===== src/rtl/jse_pkg.sv =====
package jse_pkg;

    localparam int MAX_BITS = 64;
    localparam int IDX_W    = $clog2(MAX_BITS);
    localparam int DIV_W    = 8;

    typedef logic [MAX_BITS-1:0] vec_t;
    typedef logic [IDX_W-1:0]    idx_t;
    typedef logic [DIV_W-1:0]    div_t;

    // TCK transition scheduled for the current system-clock edge
    typedef enum logic [1:0] {
        EV_NONE = 2'd0,
        EV_RISE = 2'd1,
        EV_FALL = 2'd2
    } edge_e;

    // Pin pair launched together towards the target
    typedef struct packed {
        logic tms;
        logic tdi;
    } pins_t;

    // Values latched at an accepted start
    typedef struct packed {
        idx_t last;
        logic late;
    } xfer_cfg_t;

    localparam pins_t PINS_RESET = '{tms: 1'b1, tdi: 1'b1};

    function automatic vec_t put_bit(vec_t v, idx_t i, logic b);
        vec_t r;
        r    = v;
        r[i] = b;
        return r;
    endfunction

endpackage


===== src/rtl/jse_clkgen.sv =====
module jse_clkgen
    import jse_pkg::*;
(
    input  logic  clk,
    input  logic  rst,
    input  logic  load_i,
    input  logic  run_i,
    input  div_t  div_i,
    output logic  tck_o,
    output edge_e evt_o
);

    div_t div_q;
    div_t cnt_q;

    always_comb begin
        if (run_i && (cnt_q == div_q))
            evt_o = tck_o ? EV_FALL : EV_RISE;
        else
            evt_o = EV_NONE;
    end

    always_ff @(posedge clk) begin
        if (rst) begin
            div_q <= '0;
            cnt_q <= '0;
            tck_o <= 1'b0;
        end else if (load_i) begin
            div_q <= div_i;
            cnt_q <= '0;
            tck_o <= 1'b0;
        end else if (evt_o != EV_NONE) begin
            cnt_q <= '0;
            tck_o <= ~tck_o;
        end else if (run_i) begin
            cnt_q <= cnt_q + 1'b1;
        end
    end

endmodule


===== src/rtl/jse_ctrl.sv =====
module jse_ctrl
    import jse_pkg::*;
(
    input  logic  clk,
    input  logic  rst,
    input  logic  start_i,
    input  idx_t  last_i,
    input  logic  late_i,
    input  edge_e evt_i,
    output logic  load_o,
    output logic  busy_o,
    output logic  done_o,
    output logic  cap_o,
    output idx_t  idx_o,
    output logic  last_bit_o
);

    xfer_cfg_t cfg_q;
    logic      fall;

    assign load_o     = start_i && !busy_o;
    assign fall       = (evt_i == EV_FALL);
    assign last_bit_o = (idx_o == cfg_q.last);
    assign cap_o      = cfg_q.late ? fall : (evt_i == EV_RISE);

    always_ff @(posedge clk) begin
        if (rst) begin
            cfg_q  <= '0;
            busy_o <= 1'b0;
            done_o <= 1'b0;
            idx_o  <= '0;
        end else begin
            done_o <= 1'b0;
            if (load_o) begin
                cfg_q  <= '{last: last_i, late: late_i};
                busy_o <= 1'b1;
                idx_o  <= '0;
            end else if (fall) begin
                if (last_bit_o) begin
                    busy_o <= 1'b0;
                    done_o <= 1'b1;
                end else begin
                    idx_o <= idx_o + 1'b1;
                end
            end
        end
    end

endmodule


===== src/rtl/jse_launch.sv =====
module jse_launch
    import jse_pkg::*;
(
    input  logic  clk,
    input  logic  rst,
    input  logic  load_i,
    input  edge_e evt_i,
    input  logic  last_bit_i,
    input  vec_t  tms_vec_i,
    input  vec_t  tdi_vec_i,
    output logic  tms_o,
    output logic  tdi_o
);

    pins_t pins_q;
    vec_t  sr_tms_q;
    vec_t  sr_tdi_q;

    assign tms_o = pins_q.tms;
    assign tdi_o = pins_q.tdi;

    always_ff @(posedge clk) begin
        if (rst) begin
            pins_q   <= PINS_RESET;
            sr_tms_q <= '0;
            sr_tdi_q <= '0;
        end else if (load_i) begin
            pins_q   <= '{tms: tms_vec_i[0], tdi: tdi_vec_i[0]};
            sr_tms_q <= tms_vec_i >> 1;
            sr_tdi_q <= tdi_vec_i >> 1;
        end else if (evt_i == EV_FALL) begin
            if (last_bit_i) begin
                pins_q.tdi <= 1'b1;
            end else begin
                pins_q   <= '{tms: sr_tms_q[0], tdi: sr_tdi_q[0]};
                sr_tms_q <= sr_tms_q >> 1;
                sr_tdi_q <= sr_tdi_q >> 1;
            end
        end
    end

endmodule


===== src/rtl/jse_capture.sv =====
module jse_capture
    import jse_pkg::*;
(
    input  logic clk,
    input  logic rst,
    input  logic load_i,
    input  logic cap_i,
    input  idx_t idx_i,
    input  logic tdo_i,
    output vec_t vec_o
);

    always_ff @(posedge clk) begin
        if (rst)
            vec_o <= '0;
        else if (load_i)
            vec_o <= '0;
        else if (cap_i)
            vec_o <= put_bit(vec_o, idx_i, tdo_i);
    end

endmodule


===== src/rtl/jtag_shift_engine.sv =====
module jtag_shift_engine
    import jse_pkg::*;
(
    input  logic                clk,
    input  logic                rst,
    input  logic                start_i,
    input  logic [DIV_W-1:0]    div_i,
    input  logic [IDX_W-1:0]    len_i,
    input  logic                late_i,
    input  logic [MAX_BITS-1:0] tms_vec_i,
    input  logic [MAX_BITS-1:0] tdi_vec_i,
    input  logic                tdo_i,
    output logic                tck_o,
    output logic                tms_o,
    output logic                tdi_o,
    output logic [MAX_BITS-1:0] tdo_vec_o,
    output logic                busy_o,
    output logic                done_o
);

    logic  load;
    logic  cap;
    logic  last_bit;
    idx_t  idx;
    edge_e evt;

    jse_ctrl u_ctrl (
        .clk        (clk),
        .rst        (rst),
        .start_i    (start_i),
        .last_i     (len_i),
        .late_i     (late_i),
        .evt_i      (evt),
        .load_o     (load),
        .busy_o     (busy_o),
        .done_o     (done_o),
        .cap_o      (cap),
        .idx_o      (idx),
        .last_bit_o (last_bit)
    );

    jse_clkgen u_clkgen (
        .clk    (clk),
        .rst    (rst),
        .load_i (load),
        .run_i  (busy_o),
        .div_i  (div_i),
        .tck_o  (tck_o),
        .evt_o  (evt)
    );

    jse_launch u_launch (
        .clk        (clk),
        .rst        (rst),
        .load_i     (load),
        .evt_i      (evt),
        .last_bit_i (last_bit),
        .tms_vec_i  (tms_vec_i),
        .tdi_vec_i  (tdi_vec_i),
        .tms_o      (tms_o),
        .tdi_o      (tdi_o)
    );

    jse_capture u_capture (
        .clk    (clk),
        .rst    (rst),
        .load_i (load),
        .cap_i  (cap),
        .idx_i  (idx),
        .tdo_i  (tdo_i),
        .vec_o  (tdo_vec_o)
    );

endmodule


===== config.mk =====
export PLATFORM = sky130hd
export DESIGN_NAME = jtag_shift_engine
export DESIGN_NICKNAME = d
export VERILOG_FILES = /design/src/rtl/jse_pkg.sv /design/src/rtl/jse_clkgen.sv /design/src/rtl/jse_ctrl.sv /design/src/rtl/jse_launch.sv /design/src/rtl/jse_capture.sv /design/src/rtl/jtag_shift_engine.sv
export SDC_FILE = /design/constraint.sdc
export NUM_CORES = 1
export LEC_CHECK = 0
export BUFFER_PORTS_ARGS = -buffer_cell sky130_fd_sc_hd__clkbuf_2
export CORE_MARGIN = 2
export CORE_UTILIZATION = 49
export CTS_CLUSTER_SIZE = 28
export DETAILED_ROUTE_END_ITERATION = 10
export HOLD_SLACK_MARGIN = 0.06
export MAX_ROUTING_LAYER = met4
export PLACE_DENSITY = 0.79
export SLEW_MARGIN = 15
export SYNTH_ARGS = -nofsm -noshare
export SYNTH_HDL_FRONTEND = slang
export SYNTH_SLANG_ARGS = --single-unit

===== constraint.sdc =====
create_clock -name clk -period 2.01 [get_ports clk]
set_clock_uncertainty 0.1 [all_clocks]
set_input_delay 0.1005 -clock clk [delete_from_list [all_inputs] [get_ports clk]]
set_output_delay 0.1005 -clock clk [all_outputs]
set_load 0.02 [all_outputs]

After elaboration in Yosys (flattened, before gate mapping)

Index checks and enable logic that the tools add are counted.

Bits in registers: 224
Output and inout bits: 69

$add $sub $neg: 2
Magnitude comparators: 2
Eq/ne operators: 5
Multiplexer cells: 20
Bitwise gates (word level): 3
Reduce and logical (&&, ||, !) cells: 13

Operators by type and width:

| kind                                                              | number |
|---|---|
| two-way mux 63 bit                                                | 6 |
| bitwise mux 64 bit                                                | 1 |
| adder 8 x 1 -> 8 bit, second input constant                       | 1 |
| == test 8 bit                                                     | 1 |
| two-way mux 1 bit                                                 | 8 |
| two-way mux 2 bit                                                 | 4 |
| less-than comparator 6 x 7 -> 1 bit, second input constant        | 1 |
| adder 6 x 1 -> 6 bit, second input constant                       | 1 |
| demux 1 bit (select 6 bit)                                        | 1 |
| == test 6 bit                                                     | 1 |
| greater-or-equal comparator 6 x 1 -> 1 bit, second input constant | 1 |
| AND reduction 2 bit                                               | 3 |
| nonzero test 2 bit                                                | 3 |
| OR reduction 3 bit                                                | 2 |
| logical AND 1 bit                                                 | 3 |
| inverter 1 bit                                                    | 3 |
| == test 2 x 1 -> 1 bit, second input constant                     | 1 |
| == test 2 bit, second input constant                              | 1 |
| != test 2 bit, second input constant                              | 1 |
| OR reduction 2 bit                                                | 1 |
| logical NOT 1 bit                                                 | 1 |

Depth between registers and ports, before layout

Gate-level depths: netlist of run 1.

Depth in word-level cells: 6
Depth in mapped cells: 8

Cells and area by module

Synthesis of run 1 repeated with hierarchy kept, for this count alone.

Cells, all modules: 1190
Area, all modules: 10327.4 um^2

Modules (own cells, without submodules):

| module      | instances | cells each | area each (um^2) |
|---|---|---|---|
| jse_launch  | 1         | 723        | 6020.8 |
| jse_capture | 1         | 303        | 2806.4 |
| jse_clkgen  | 1         | 81         | 787.0 |
| jse_ctrl    | 1         | 83         | 713.2 |

Least setup slack after synthesis of run 1

Ideal clock, no wire load.

Kind: register -> register
From: reg u_ctrl.busy_o
To: reg u_ctrl.idx_o[3]
Setup time: 70 ps
Data arrival time: 2157 ps
Data required time: 1840 ps
Setup slack: -318 ps
Cell stages (with the launch flop): 8
Buffers on the path: 3
Period minus slack after synthesis: 2328 ps
Cell sequence: dfxtp_1 -> buf_4 -> nand3_2 -> or4_4 -> buf_6 -> buf_6 -> or4_1 -> a21oi_1

Longest elaborated chain between the ends: 4

Ends and longest elaborated chain:

| element                              | RTL line         | source |
|---|---|---|
| from (decl)                          | jse_ctrl.sv:11   | `output logic busy_o,` |
| from (signal assigned)               | jse_ctrl.sv:29   | `busy_o <= 1'b0;` |
| from (signal assigned)               | jse_ctrl.sv:36   | `busy_o <= 1'b1;` |
| from (signal assigned)               | jse_ctrl.sv:40   | `busy_o <= 1'b0;` |
| logical AND 1 bit                    | jse_clkgen.sv:17 | `if (run_i && (cnt_q == div_q))` |
| two-way mux 2 bit                    | jse_clkgen.sv:17 |  |
| == test 2 bit                        | jse_ctrl.sv:22   | `assign fall = (evt_i == EV_FALL);` |
| AND reduction 2 bit (no source line) | --               |  |
| to (signal assigned)                 | jse_ctrl.sv:43   | `idx_o <= idx_o + 1'b1;` |
| to (decl)                            | jse_ctrl.sv:14   | `output idx_t idx_o,` |

Parallel ways exist; a longest one is shown, timed or not.
A chain may end at the register's enable or synchronous reset.

Final worst setup path of run 1

From: reg u_clkgen.cnt_q[6]
To: reg u_launch.sr_tdi_q[47]

Longest elaborated chain between the ends: 6

Ends and longest elaborated chain:

| element                              | RTL line         | source |
|---|---|---|
| from (decl)                          | jse_clkgen.sv:14 | `div_t cnt_q;` |
| from (signal assigned)               | jse_clkgen.sv:36 | `cnt_q <= cnt_q + 1'b1;` |
| == test 8 bit                        | jse_clkgen.sv:17 |  |
| logical AND 1 bit                    | jse_clkgen.sv:17 |  |
| two-way mux 2 bit                    | jse_clkgen.sv:17 |  |
| == test 2 bit                        | jse_launch.sv:31 | `end else if (evt_i == EV_FALL) begin` |
| nonzero test 2 bit (no source line)  | --               |  |
| AND reduction 2 bit (no source line) | --               |  |
| to (signal assigned)                 | jse_launch.sv:30 | `sr_tdi_q <= tdi_vec_i >> 1;` |
| to (signal assigned)                 | jse_launch.sv:37 | `sr_tdi_q <= sr_tdi_q >> 1;` |
| to (decl)                            | jse_launch.sv:17 | `vec_t sr_tdi_q;` |

Every way passes these cells.

==> run summary, run 1 <==
The overall power consumption was 11.1 mW. The placed instance area came out at 11700 sq um. Measured against its own limit, the worst slew margin works out to 60.8%. The fraction of final layout cells with drive strength greater than 1 works out to 23.8%. Worst setup path startpoint: u_clkgen.cnt_q[6]. At the end of routability-driven placement, the weighted congestion stood at 0.860.

Data arrival time at the worst-slack endpoint: 2.46 ns. Setup repair after global routing could not meet its margin everywhere. Max-cap violations in this run came to 0. For the summed area of non-filler cells in the final layout, the log shows 14200 sq um.

Measured on the finished design, the core utilization comes to 70.8%. The fraction of the yosys area taken by sequential cells is 44.9%, and the final antenna-violating net count is 0. Synthesis inferred 224 register bits. The critical path data required time is 2.28 ns, and the post-CTS clock slew at the launch and capture registers of the worst setup and hold paths is 0.06 ns. The checks that failed: negative setup slack. The post-placement setup slack is -0.0644 ns, and the area enclosed by the die boundary is 21500 sq um. The number of input and output port buffers inserted is 215. Counting instances, the worst hold path has a depth of 4. The tree is rooted in a sky130_fd_sc_hd__clkbuf_16.

The run gives 458 MHz as the maximum achievable frequency. For this run, the post-layout net count is 1704. TritonCTS built the clock tree. Leaving out fill and tap cells, the most frequent cells in the layout are sky130_fd_sc_hd__dfxtp_1 (215), sky130_fd_sc_hd__clkbuf_2 (214), sky130_fd_sc_hd__nand2_1 (165), sky130_fd_sc_hd__dlygate4sd3_1 (145), sky130_fd_sc_hd__nor2_1 (137).

The number of fill cells in the layout was 1419. The portion of synthesized area spent on multiplexers is 6.51%. The first global-routing pass estimated 52.0 mm of wire. For this configuration, the core starts out at a cell density of 49.7%. The tools report the maximum clock insertion buffer count as 3.

Power density over the cells: 780 nW/um^2. CTS saw 224 sinks. The min-delay analysis places its worst path in the category in -> reg.

Summed over all cells, the static leakage comes to 5.93 nW. The area share of xor/xnor cells in the synthesized design is 2.45%. Global routing finished with a remaining overflow of 0. Endpoint class of the critical path: a flip-flop.

For the max-slew violation count, the log shows 0. The worst reg2reg path depth came out at 6. The die extent in x was 147 um; the met1 global-route usage was 38.4%. Summing every instance area after synthesis gives 9990 sq um. Before antenna repair, the detailed router went through 6 iterations. The peak supply drop was 0.604 mV. The final worst slack is -0.176 ns, and the number of top-level pins is 216.

In this run, CTS created clock tree buffers numbering 23. From bottom edge to top edge, the die measures 147 um. Of the total synthesized cell area, the portion taken by AND, OR, NAND and NOR gates is 15.4%.

Compared with the post-synthesis result, the final layout area differs by 42.4%. The tools report the global-route usage over all layers as 29.9%. After floorplanning, the core was divided into 52 placement rows.

The cell count after placement is 1645, and the number of flops mapped to enable cells by yosys is 0. The most used routing layer in global routing was met2. The netlist uses 41 different library cells.

For the total half-perimeter wirelength after legalization and detailed placement, the log shows 18.0 mm. The detailed router finished its first iteration with 1245 violations. After detailed routing, the number of remaining DRC violations is 0.

The initial antenna violation count is 4. The final layout contains routed wiring with a total length of 34.0 mm. The run gives 1843 as the post-route non-filler standard cell count. The placeable core region is 20100 sq um, and the proportion of register bits with asynchronous set or reset after synthesis is 0%. Global routing consumed, on the met2 layer, 47.9% of the routing resources. The net count after synthesis is 1366. The per-cell via count in the routed design was 6.00; the worst-skew pair later-pin latency was 0.51 ns. Summing the areas of all compound-gate instances in the mapped netlist gives 25.2% of the synthesized area. The run finished, with violations left. The clock period minus worst slack was 2.19 ns. The maximum level of the CTS H-tree was 1.

The average routed wire per standard cell came out at 18.4 um. By area, the combinational part of the netlist is dominated by compound AO/OA/AOI/OAI gates. The synthesized instance count was 1217.

The routed layout has 11100 vias. The adder-cell area share of the yosys netlist came out at 0.250%. The number of global-route vias before repair came out at 10300. The critical path is of the reg -> reg type.

In the global route stage, met3 resource usage came out at 4.13%. Across the whole layout, storage elements account for 4500 sq um. Setup violations remaining at the end of the flow were counted as 125. Slew at the pin closest to its max-slew limit: 0.589 ns. Entering global routing, the biggest net connects 92 pins.

Each instance of the synthesized netlist takes up on average 8.21 sq um. The prevailing post-synth register cell is sky130_fd_sc_hd__dfxtp_1. Of all nets on the critical path, the largest fanout is 44. The library cell used most frequently in the layout, excluding fill and tap cells, is sky130_fd_sc_hd__dfxtp_1.

During synthesis, Yosys emitted a total of 0 warnings. The setup check on the worst reg-to-reg path leaves a slack of -0.18 ns. STA classifies the critical path startpoint as a flip-flop. The tools report the area of the multi-input gates as 5150 sq um. The final number of hold-violating endpoints was 0; the share of the clock period used by the worst path after layout was 109%.

The start point of the worst hold path was start_i. The launching point of the worst reg2reg path is u_clkgen.cnt_q[6].
cell usage after synthesis, types with 2 or more instances:
cell type | n | area share (%)
sky130_fd_sc_hd__ha_1 | 2 | 0.25
sky130_fd_sc_hd__xnor2_4 | 2 | 0.55
sky130_fd_sc_hd__nand2_1 | 166 | 6.2
sky130_fd_sc_hd__nand4b_1 | 2 | 0.18
sky130_fd_sc_hd__xnor2_2 | 2 | 0.33
sky130_fd_sc_hd__a21oi_1 | 24 | 1.2
sky130_fd_sc_hd__inv_1 | 3 | 0.11
sky130_fd_sc_hd__and3_1 | 2 | 0.13
sky130_fd_sc_hd__dfxtp_1 | 224 | 45
sky130_fd_sc_hd__nor2_1 | 138 | 5.2
sky130_fd_sc_hd__o31ai_1 | 3 | 0.23
sky130_fd_sc_hd__nand4_1 | 3 | 0.19
sky130_fd_sc_hd__xor2_1 | 11 | 0.96
sky130_fd_sc_hd__xnor2_1 | 7 | 0.61
sky130_fd_sc_hd__a31oi_1 | 125 | 7.8
sky130_fd_sc_hd__nor3_1 | 23 | 1.2
sky130_fd_sc_hd__nor4_1 | 4 | 0.25
sky130_fd_sc_hd__a211oi_1 | 123 | 9.2
sky130_fd_sc_hd__or2b_1 | 2 | 0.15
sky130_fd_sc_hd__or4_1 | 3 | 0.23
sky130_fd_sc_hd__buf_6 | 2 | 0.23
sky130_fd_sc_hd__buf_1 | 2 | 0.075
sky130_fd_sc_hd__clkbuf_1 | 112 | 4.2
sky130_fd_sc_hd__o211ai_1 | 2 | 0.15
sky130_fd_sc_hd__buf_2 | 12 | 0.60
sky130_fd_sc_hd__nand3_1 | 8 | 0.40
sky130_fd_sc_hd__nand2b_1 | 4 | 0.25
sky130_fd_sc_hd__mux2i_1 | 65 | 6.5
sky130_fd_sc_hd__nand3_2 | 2 | 0.20
sky130_fd_sc_hd__o21ai_0 | 128 | 6.4
metal layers:
metal  vias to the layer above  wire length [um]  part of all wire [%]
li1                       5088                 -                     -
met1                      5111             13600                    40
met2                       704             16000                    47
met3                       152              2860                   8.4
met4                         0              1530                   4.5
met5                         -                 0                     0
power by group:
group | total [mW] | switching (mW) | internal [mW] | leakage, nW
registers | 4.83 | 0.145 | 4.68 | 1.84
clock network | 4.40 | 1.74 | 2.66 | 0.379
logic | 1.87 | 1.07 | 0.792 | 3.71
total | 11.1 | 2.96 | 8.14 | 5.93
final timing paths:
kind                                              end
worst max-delay path            u_launch.sr_tdi_q[47]
worst min-delay path                    u_ctrl.busy_o
worst max register to register  u_launch.sr_tdi_q[47]
worst min register to register    u_capture.vec_o[58]
critical path, cell delays in order, from the launching register on:
cell and delay (ns):
sky130_fd_sc_hd__dfxtp_2 0.34, sky130_fd_sc_hd__xnor2_2 0.21, sky130_fd_sc_hd__nand3_4 0.09, sky130_fd_sc_hd__or4_4 0.66, sky130_fd_sc_hd__clkbuf_16 0.28, sky130_fd_sc_hd__o21ai_0 0.26
sky130_fd_sc_hd__a211oi_1 0.11
kinds of logic (layout without fill, tap and decap cells):
logic type,count (synthesis),after routing
xor gates and xnor gates,22,22
other,0,4
muxes,65,65
buffers and inverters,132,483
and+or+nand+nor,365,366
AOI/OAI and AO/OA,407,407
DFF,224,224
adders and majority gates,2,2
through the flow:
stage	hold WS (ns)	setup TNS, ns
floorplan	0.136	-1.61
global placement	0.231	-0.153
detailed placement	0.232	-2.53
CTS	0.0621	-4.19
global route	0.101	-15.67
finish	0.0673	-5.26
state kept, by name (all words and copies together), names as in the netlist:
signal / flops
u_clkgen.cnt_q: 8
u_ctrl.done_o: 1
u_capture.vec_o: 64
u_ctrl.busy_o: 1
u_ctrl.idx_o: 6
u_launch.tdi_o: 1
u_clkgen.tck_o: 1
u_ctrl.cfg_q: 7
u_launch.sr_tdi_q: 63
u_clkgen.div_q: 8
u_launch.tms_o: 1
u_launch.sr_tms_q: 63
final cells by class:
cell class	count	share of cell area, %
Multi-Input combinational cell	862	36.2
Sequential cell	224	31.6
Timing Repair Buffer	441	24.2
Clock buffer	33	4.66
Tap cell	270	2.37
Clock inverter	6	0.739
Inverter	3	0.0791
Antenna cell	4	0.0703
what timing repair did:
| item | in CTS | in global routing |
|---|---|---|
| hold buffers | 145 | 0 |
| hold endpoints to repair | 206 | 0 |
| gates cloned | 0 | 6 |
| setup endpoints to repair | 127 | 192 |
| pin swaps | 39 | 29 |
| setup buffers | 0 | 4 |
| gates resized for setup | 7 | 109 |
No activity file was read; power rests on OpenSTA's default activity.
==> run 2: changes to the inputs <==
--- a/config.mk
+++ b/config.mk
@@ -6,14 +6,15 @@
 export NUM_CORES = 1
 export LEC_CHECK = 0
-export BUFFER_PORTS_ARGS = -buffer_cell sky130_fd_sc_hd__clkbuf_2
+export BUFFER_PORTS_ARGS = -buffer_cell sky130_fd_sc_hd__buf_2
 export CORE_MARGIN = 2
-export CORE_UTILIZATION = 49
+export CORE_UTILIZATION = 50
 export CTS_CLUSTER_SIZE = 28
 export DETAILED_ROUTE_END_ITERATION = 10
 export HOLD_SLACK_MARGIN = 0.06
 export MAX_ROUTING_LAYER = met4
-export PLACE_DENSITY = 0.79
+export PLACE_DENSITY = 0.8
 export SLEW_MARGIN = 15
 export SYNTH_ARGS = -nofsm -noshare
 export SYNTH_HDL_FRONTEND = slang
+export SYNTH_HIERARCHICAL = 1
 export SYNTH_SLANG_ARGS = --single-unit
==> constraint.sdc (replaced) <==
create_clock -name clk -period 2.01 [get_ports clk]
set_clock_uncertainty 0.1 [all_clocks]
set_input_delay 0.3015 -clock clk [delete_from_list [all_inputs] [get_ports clk]]
set_output_delay 0.3015 -clock clk [all_outputs]
set_load 0.02 [all_outputs]
==> run 2 against run 1 <==
The run still ends with negative setup slack left. Combinational power down 4%. Synthesized cell count down 2.2%. Flip-flop and latch count unchanged. Maximum frequency down 21%. Non-clock buffer count up 39. Wire length up 25%. Die area up 1.3%. Final cell count up 2.0%. Utilization up 12 points. Critical path type unchanged. Largest power group unchanged.
==> run summary, run 2 <==
The flow ran to the end, but the final reports show violations. The checks that failed: negative setup slack. The net switching fraction of the power came out at 27.0% (+0.35 points). The relative slew slack was 19.6% (-41 points).

The number of flip-flops in the largest register is 64 (unchanged). The tools report the remaining global-route overflow as 0 (unchanged). For the final core area utilization, the log shows 82.8% (+12 points). Most frequent standard cell in the layout excluding fill and tap cells: sky130_fd_sc_hd__buf_2. The clock period minus worst slack was 2.77 ns (+0.589 ns); the number of cells on the critical path was 9 (+3). The number of endpoints failing setup at the final stage is 202 (+62%). The slowest stage cell on the critical path is sky130_fd_sc_hd__nor4_1.

The share of power burned in the clock network is 41.7% (+2.0 points), and the synthesized-area fraction occupied by ao, oa, aoi and oai cells is 2.33% (-23 points). The worst-skew pair later-pin latency came out at 0.53 ns (+0.02 ns). The worst register-to-register path ends at u_launch/sr_tdi_q[43]. The area share of xor/xnor cells in the synthesized design works out to 2.27% (-0.19 points). The logs give 7.11 nW (+20%) for the total leakage power and 51.0% (+1.3 points) for the initial core utilization. The maximum level of the CTS H-tree was 1 (unchanged); the maximum single-stage delay on the critical path was 0.51 ns (-0.15 ns). The total of flip-flops plus latches after synthesis is 224 (unchanged).

The critical path goes through xnor2_2, nand4_4, nor4_4, buf_4, nor3b_4, buf_12, buf_16, nor3_1, nor4_1. The end point of the critical path is u_launch/sr_tdi_q[43]. The per-cell via count in the routed design was 6.14 (+2.3%); the via total after detailed routing was 11500 (+4.3%).

The post-CTS clock slew at the launch and capture registers of the worst setup and hold paths is 0.07 ns (about the same), and the switching power of the nets is 3.11 mW (+5.0%). Total half-perimeter wirelength after legalization and detailed placement: 18.5 mm (+2.4%). The logs give 3.06 ns (+0.60 ns) for the data arrival time at the worst-slack endpoint and 216 (unchanged) for the number of top-level pins. The fraction of final layout cells with drive strength greater than 1 was 41.5% (+18 points); the placed instance area was 12900 sq um (+9.6%). The tools report the wire length of the first global-routing pass as 57.5 mm (+10%). The vertical extent of the die was 148 um (+0.63%). Average instance area after synthesis: 8.68 sq um (+5.7%). For the max-slew violation count, the log shows 0 (unchanged). Counting instances in the post-synthesis netlist gives the leading cell types as sky130_fd_sc_hd__dfxtp_1 (224), sky130_fd_sc_hd__nor3_1 (218), sky130_fd_sc_hd__nand2_1 (146).

The maximum clock insertion buffer count was 3 (unchanged); the simple-gate share of the synthesized area was 38.9% (+24 points). The tools report the number of remaining DRC errors as 0 (unchanged). Number of input and output port buffers inserted: 215 (unchanged).

The count of maximum capacitance violations was 0 (unchanged). For the register-to-register path setup slack, the log shows -0.76 ns (-0.59 ns). For the tightest hold margin, the log shows 0.0838 ns (+0.0165 ns). The design internal power came out at 8.40 mW (+3.2%). The number of nets in the layout was 1732 (+1.6%). Final RePlAce weighted congestion: 0.843 (-2.0%). The largest total area in the synthesized netlist belongs to sky130_fd_sc_hd__dfxtp_1. The tools report the overall power consumption as 11.5 mW (+3.7%).

The combinational family with the most area after synthesis is simple AND/OR/NAND/NOR gates. The cell count after placement is 1651 (+0.36%). The initial antenna violation count was 8 (+4).

By area the synthesized netlist is led by sky130_fd_sc_hd__dfxtp_1 (43%), sky130_fd_sc_hd__nor3_1 (11%), sky130_fd_sc_hd__nor2b_1 (7.6%). Net count after synthesis: 1339 (-2.0%). Top cell family by delay on the critical path: simple AND/OR/NAND/NOR gates. The average routed wire per standard cell was 22.5 um (+22%); the power density over the cells was 686 nW/um^2 (-12%). The maximum achievable frequency was 360 MHz (-21%); the share of the clock period used by the worst path after layout was 138% (+29 points).

Setup repair after global routing could not meet its margin everywhere. The tools report the endpoint class of the critical path as a flip-flop. The proportion of register bits with asynchronous set or reset after synthesis was 0% (unchanged); the slew at the pin closest to its max-slew limit was 1.20 ns (+0.611 ns). The run gives 0 (unchanged) as the final number of hold-violating endpoints. The top cell types in the final layout, fill and taps aside, are sky130_fd_sc_hd__buf_2 (214), sky130_fd_sc_hd__dfxtp_1 (210), sky130_fd_sc_hd__dlygate4sd3_1 (143), sky130_fd_sc_hd__nor2b_1 (124), sky130_fd_sc_hd__nor3_1 (114). The number of buffers inserted during clock tree synthesis is 25 (+8.7%).

The tools report the cell area after technology mapping as 10300 sq um (+3.4%). STA classifies the critical path startpoint as a flip-flop. The area added between synthesis and finish is 62.3%, and the number of flops mapped to enable cells by yosys is 0 (unchanged). For the number of DRC violations after detailed-routing iteration 0, the log shows 1051 (-16%). The adder-cell area share of the yosys netlist was 0.242% (-0.0082 points); the post-route non-filler standard cell count was 1879 (+2.0%). The share of synthesized area spent on multiplexers was 7.08% (+0.56 points); the final antenna-violating net count was 0 (unchanged). The logs give 61 (-34%) for the largest net degree at the start of global routing and 2.29 ns (about the same) for the critical path data required time. Synthesized instance count: 1190 (-2.2%). In the synthesized netlist the dominant register cell turns out to be sky130_fd_sc_hd__dfxtp_1. The tools report the number of global-route vias before repair as 11200 (+8.6%). The class of the most critical hold timing path is in -> reg.

The largest registers in the layout are u_capture/vec_o: 64 flops, u_launch/sr_tdi_q: 63 flops, u_launch/sr_tms_q: 63 flops. The total detailed-routing wirelength came out at 42.3 mm (+25%). The register ranked first by flip-flop count is u_capture/vec_o.

Worst reg2reg path depth: 9 (+3). The most common cell in the synthesized netlist is sky130_fd_sc_hd__dfxtp_1. The largest fanout of any net on the critical path came out at 13 (-70%).

Number of iterations in the first detailed-routing pass: 5 (-1). The run gives -0.765 ns (-0.589 ns) as the final worst slack. Combinational power share: 15.6% (-1.2 points). The kind of critical path was reg -> reg. The placeable core region is 20200 sq um (+0.65%). In this run the critical register-to-register path is launched from u_clkgen/div_q[7]. Clock tree synthesis selected as its root buffer the cell sky130_fd_sc_hd__clkbuf_16.

The area fraction of the dominant cell type after synthesis works out to 43.4% (-1.5 points). TritonCTS built the clock tree. The proportion of power drawn by flip-flops and latches is 42.8% (-0.7 points). For the summed area of non-filler cells in the final layout, the log shows 16800 sq um (+18%).

The area enclosed by the die boundary was 21800 sq um (+1.3%). The buffering stage count on the worst path with inverters included is 3 (+2). Sink count of the clock tree: 224 (unchanged).

The die extent in x was 148 um (+0.63%); the cell row count was 52 (unchanged). The peak supply drop came out at 0.667 mV (+10%). The count of synthesis-stage warnings from yosys is 6 (+6), and the unique cell type count in the Yosys netlist is 57 (+39%).

Tracing the worst setup path back leads to its startpoint at u_clkgen/div_q[7]. The global-route usage over all layers was 33.7% (+3.8 points). For the fraction of the yosys area taken by sequential cells, the log shows 43.4% (-1.5 points).
==> run 2: changes by cell type after synthesis, sizes merged, moves of 8 or more <==
cell / previous run / this run
a21oi: 24 / 16
a31oi: 125 / 0
a211oi: 123 / 2
mux2i: 65 / 73
buf: 17 / 58
o21ai: 128 / 1
nor4: 4 / 124
clkbuf: 112 / 58
nand2: 166 / 146
nor2: 138 / 33
nor2b: 1 / 125
nor3: 23 / 246
==> run 2: metrics by stage <==
step	TNS, ns	setup WS [ns]
2_1_floorplan	-28.15	-0.254
3_3_place_gp	-43.64	-0.284
3_5_place_dp	-51.32	-0.347
4_1_cts	-54.64	-0.337
5_1_grt	-111.33	-0.804
6_report	-96.45	-0.765
==> run 2: final cells by class <==
class,count,area [sq um]
Multi-Input combinational cell,849,6910
Sequential cell,224,4500
Timing Repair Buffer,480,4120
Fill cell,1011,3470
Clock buffer,35,713
Tap cell,270,338
Clock inverter,10,135
Antenna cell,8,20.0
Inverter,3,18.8
==> run 2: worst min path at each step <==
stage                             start               endpoint  slack, ns  cells past startpoint
CTS                       tms_vec_i[49]  u_launch/sr_tms_q[48]       0.06                      3
detailed placement       u_launch/tms_o         u_launch/tms_o       0.35                      2
floorplan                  tdi_vec_i[0]         u_launch/tdi_o       0.33                      2
finish                     tdi_vec_i[3]   u_launch/sr_tdi_q[2]       0.08                      3
global placement    u_capture/vec_o[23]    u_capture/vec_o[23]       0.34                      2
global route               tdi_vec_i[3]   u_launch/sr_tdi_q[2]       0.09                      3
==> run 2: tightest hold or removal path: cells and delay by family <==
kind	cells	cell delay [ns]
buffers and inverters	1	0.09
AO/OA/AOI/OAI	1	0.07
AND/OR/NAND/NOR	1	0.19
==> run 2: repair_timing <==
item / CTS / global route
hold endpoints to repair: 142 / 1
buffers inserted: 11 / 8
hold buffers: 142 / 1
gates resized for setup: 117 / 116
gates cloned: 8 / 8
setup endpoints to repair: 192 / 200
pin swaps: 14 / 51
==> run 2: power groups by stage <==
stage	sequential [mW]	clock (mW)	combinational, mW
final	4.92	4.79	1.79
after global routing	4.93	4.98	1.88
after CTS	4.85	4.77	1.52
after detailed placement	4.93	0	1.24
after global placement	4.92	0	1.20
after floorplan	4.90	0	0.788
==> run 2: cell families after synthesis <==
family / count (synthesis)
buffers and inverters: 119
DFF: 224
adders and majority gates: 2
muxes: 73
and+or+nand+nor: 716
xor gates and xnor gates: 25
AOI/OAI and AO/OA: 31
==> run 2: per-layer routing <==
layer  vias to the layer above  part of all wire, %  global-route usage (%)
li1                       5022                    -                       -
met1                      5438                   35                    37.2
met2                       841                   50                    58.8
met3                       229                  8.3                    5.19
met4                         0                  6.7                    17.3
met5                         -                    0                       -
==> run 3: changes to the inputs <==
CORE_UTILIZATION = 59   (was 50)
PLACE_DENSITY = 0.88   (was 0.8)
clock period = 3.2 ns   (was 2.01 ns; I/O delays follow)
==> run 3 against run 2 <==
The run now ends clean. Critical path depth shrank 2. Setup slack gained 0.96 ns. Total power shrank 43%. Utilization shrank 12 points. Sequential power shrank 39%.
==> run summary, run 3 (synthesized netlist as in run 2, its figures left out) <==
The run finished with clean final reports. The worst reg2reg path depth came out at 7 (-2). The tools report the largest net degree at the start of global routing as 149 (+140%). For the relative slew slack, the log shows 54.7% (+35 points).

TritonCTS built the clock tree. The wire length of the first global-routing pass came out at 40.0 mm (-30%). Number of DRC violations after detailed-routing iteration 0: 652 (-38%). The number of stages on the worst hold path was 3 (unchanged); the overall power consumption was 6.57 mW (-43%).

For the cell count after placement, the log shows 1537 (-6.9%). The tools report the startpoint type of the worst setup path as a flip-flop. The final worst slack is 0.197 ns (+0.962 ns), and the number of global-route vias before repair is 8365 (-25%). Per-cell via count in the routed design: 5.76 (-6.1%). The tools report the final RePlAce weighted congestion as 0.861 (+2.1%). Total detailed-routing wirelength: 24.9 mm (-41%). Post-CTS clock slew at the launch and capture registers of the worst setup and hold paths: 0.06 ns (about the same).

Clock tree synthesis selected as its root buffer the cell sky130_fd_sc_hd__clkbuf_16. For hold timing, the worst endpoint is u_clkgen/div_q[5]. The run gives 46.0% (+3.2 points) as the proportion of power drawn by flip-flops and latches.

The maximum clock insertion buffer count was 3 (unchanged). The critical path data required time is 3.51 ns (+1.22 ns). The launching point of the worst reg2reg path was u_ctrl/idx_o[5].

The post-placement setup slack is 0.00594 ns (+0.353 ns). The tools report the number of fill cells in the layout as 1301 (+29%). The run gives 2 (-6) as the initial antenna violation count. The tools report the tightest hold margin as 0.115 ns (+0.0313 ns).

The critical path starts at u_ctrl/idx_o[5]. Area enclosed by the die boundary: 18600 sq um (-15%). The logs give 48 (-7.7%) for the cell row count and 0 (-11) for the buffers inserted during post-CTS setup optimization. The number of top-level pins was 216 (unchanged).

The tools report the count of maximum capacitance violations as 0 (unchanged). Total half-perimeter wirelength after legalization and detailed placement: 16.1 mm (-13%). The capture instance of the worst register-to-register path was u_launch/sr_tdi_q[26]. The share of the clock period used by the worst path after layout came out at 93.8% (-44 points). The tools report the post-route non-filler standard cell count as 1584 (-16%). The tools report the via total after detailed routing as 9131 (-21%). For the area of the multi-input gates, the log shows 5270 sq um (-24%). For the area of all sequential standard cells, the log shows 4480 sq um (-0.44%). The number of remaining DRC errors is 0 (unchanged). The tools report the endpoint class of the critical path as a flip-flop. The average routed wire per standard cell was 15.7 um (-30%); the sink count of the clock tree was 224 (unchanged). The library cells used most frequently in the layout, excluding fill and tap cells, are sky130_fd_sc_hd__dfxtp_1 (224), sky130_fd_sc_hd__nor3_1 (218), sky130_fd_sc_hd__buf_2 (214), sky130_fd_sc_hd__nand2_1 (145), sky130_fd_sc_hd__nor2b_1 (125). The tools report the start point of the worst hold path as div_i[5]. Largest fanout of any net on the critical path: 27 (+14).

The slew at the pin closest to its max-slew limit came out at 0.680 ns (-0.520 ns). Fraction of final layout cells with drive strength greater than 1: 24.7% (-17 points). The tools report the number of endpoints failing setup at the final stage as 0 (-100%). The maximum level of the CTS H-tree came out at 1 (unchanged). The number of nets in the layout was 1488 (-14%); the final core area utilization was 71.1% (-12 points). Register ranked first by flip-flop count: u_capture/vec_o. Number of iterations in the first detailed-routing pass: 5 (unchanged). For the remaining global-route overflow, the log shows 0 (unchanged).

Compared with the post-synthesis result, the final layout area differs by 18.3%. The initial core utilization is 60.1% (+9.1 points), and the peak supply drop is 0.521 mV (-22%). The placeable core region was 17200 sq um (-15%).

The number of input and output port buffers inserted is 215 (unchanged), and the share of power burned in the clock network is 44.4% (+2.7 points). The run gives 0 (unchanged) as the final number of hold-violating endpoints. The final antenna-violating net count is 0 (unchanged), and the number of buffers inserted during clock tree synthesis is 25 (unchanged). The most frequent standard cell in the layout excluding fill and tap cells was sky130_fd_sc_hd__dfxtp_1. The design internal power is 5.02 mW (-40%), and the clock period minus worst slack is 3.00 ns (+0.228 ns).

The tools report the summed area of non-filler cells in the final layout as 12200 sq um (-27%). The register-to-register path setup slack is 0.20 ns (+0.96 ns). The placed instance area was 11400 sq um (-12%); the total negative slack was 0 ns (+96.45 ns). The kind of critical path was reg -> reg. The net switching fraction of the power was 23.6% (-3.4 points).

The die extent in x is 136 um (-7.7%). The path class of the tightest hold or removal check is in -> reg. The power density over the cells was 537 nW/um^2 (-22%).

The combinational power share was 9.6% (-6.0 points). Setup repair after global routing left no endpoint under its margin. For the maximum achievable frequency, the log shows 333 MHz (-7.6%).

For the switching power of the nets, the log shows 1.55 mW (-50%). The tools report the global-route usage over all layers as 26.9% (-6.8 points). For the max-slew violation count, the log shows 0 (unchanged).

The largest registers in the layout are u_capture/vec_o: 64 flops, u_launch/sr_tdi_q: 63 flops, u_launch/sr_tms_q: 63 flops. The logs give 3.31 ns (+0.25 ns) for the data arrival time at the worst-slack endpoint and 5.24 nW (-26%) for the total leakage power. The vertical extent of the die is 136 um (-7.7%), and the worst-skew pair later-pin latency is 0.51 ns (-0.02 ns). The number of flip-flops in the largest register works out to 64 (unchanged).
==> run 3: cell count changes in the layout (fill, tap and decap cells not counted), sizes merged <==
| cell | change |
|---|---|
| clkbuf | -5 |
| or3b | -2 |
| buf | -91 |
| dlygate4sd3 | -143 |
| bufinv | -1 |
| clkinvlp | -1 |
| bufbuf | -1 |
| diode | -6 |
==> run 3: critical path: stages, from the launching register on <==
cell and delay (ns):
sky130_fd_sc_hd__dfxtp_1 0.68, sky130_fd_sc_hd__xor2_1 0.19, sky130_fd_sc_hd__nor4_4 0.45, sky130_fd_sc_hd__and2_2 0.30, sky130_fd_sc_hd__or3b_4 0.44, sky130_fd_sc_hd__buf_4 0.37
sky130_fd_sc_hd__nor3_1 0.11, sky130_fd_sc_hd__nor4_1 0.26
==> run 3: how the worst max path moves through the flow <==
stage,slack (ns),end,cells after the start
after global routing,0.02,u_launch/sr_tdi_q[31],7
after global placement,0.22,u_capture/vec_o[7],8
after detailed placement,0.006,u_capture/vec_o[23],8
final,0.20,u_launch/sr_tdi_q[26],7
after CTS,0.0002,u_capture/vec_o[23],8
after floorplan,0.37,u_capture/vec_o[50],10
==> run 3: repair_timing <==
action	in CTS	in global routing
hold buffers	0	0
gates resized for setup	0	1
endpoints found under the setup margin	0	64
==> run 3: final cells by class <==
| class | instances | share of cell area [%] |
|---|---|---|
| inverters | 3 | 0.154 |
| well taps | 225 | 2.30 |
| diodes | 2 | 0.0410 |
| clock buffers | 37 | 6.23 |
| clock inverters | 8 | 0.768 |
| flip-flops and latches | 224 | 36.7 |
| multi-input cells | 847 | 43.2 |
| repair buffers | 238 | 10.7 |
==> run 3: power groups by stage <==
stage | registers (mW) | clock network, mW | logic [mW]
6_report | 3.02 | 2.92 | 0.631
5_1_grt | 3.03 | 3.08 | 0.704
4_1_cts | 3.02 | 2.96 | 0.630
3_5_place_dp | 3.08 | 0 | 0.627
3_3_place_gp | 3.07 | 0 | 0.610
2_1_floorplan | 3.06 | 0 | 0.453
==> run 3: per-layer routing <==
layer / routed length [um] / track usage, %
met5: 0 / -
met3: 1620 / 3.88
met1: 10800 / 34.9
met4: 550 / 8.45
met2: 11900 / 43.4
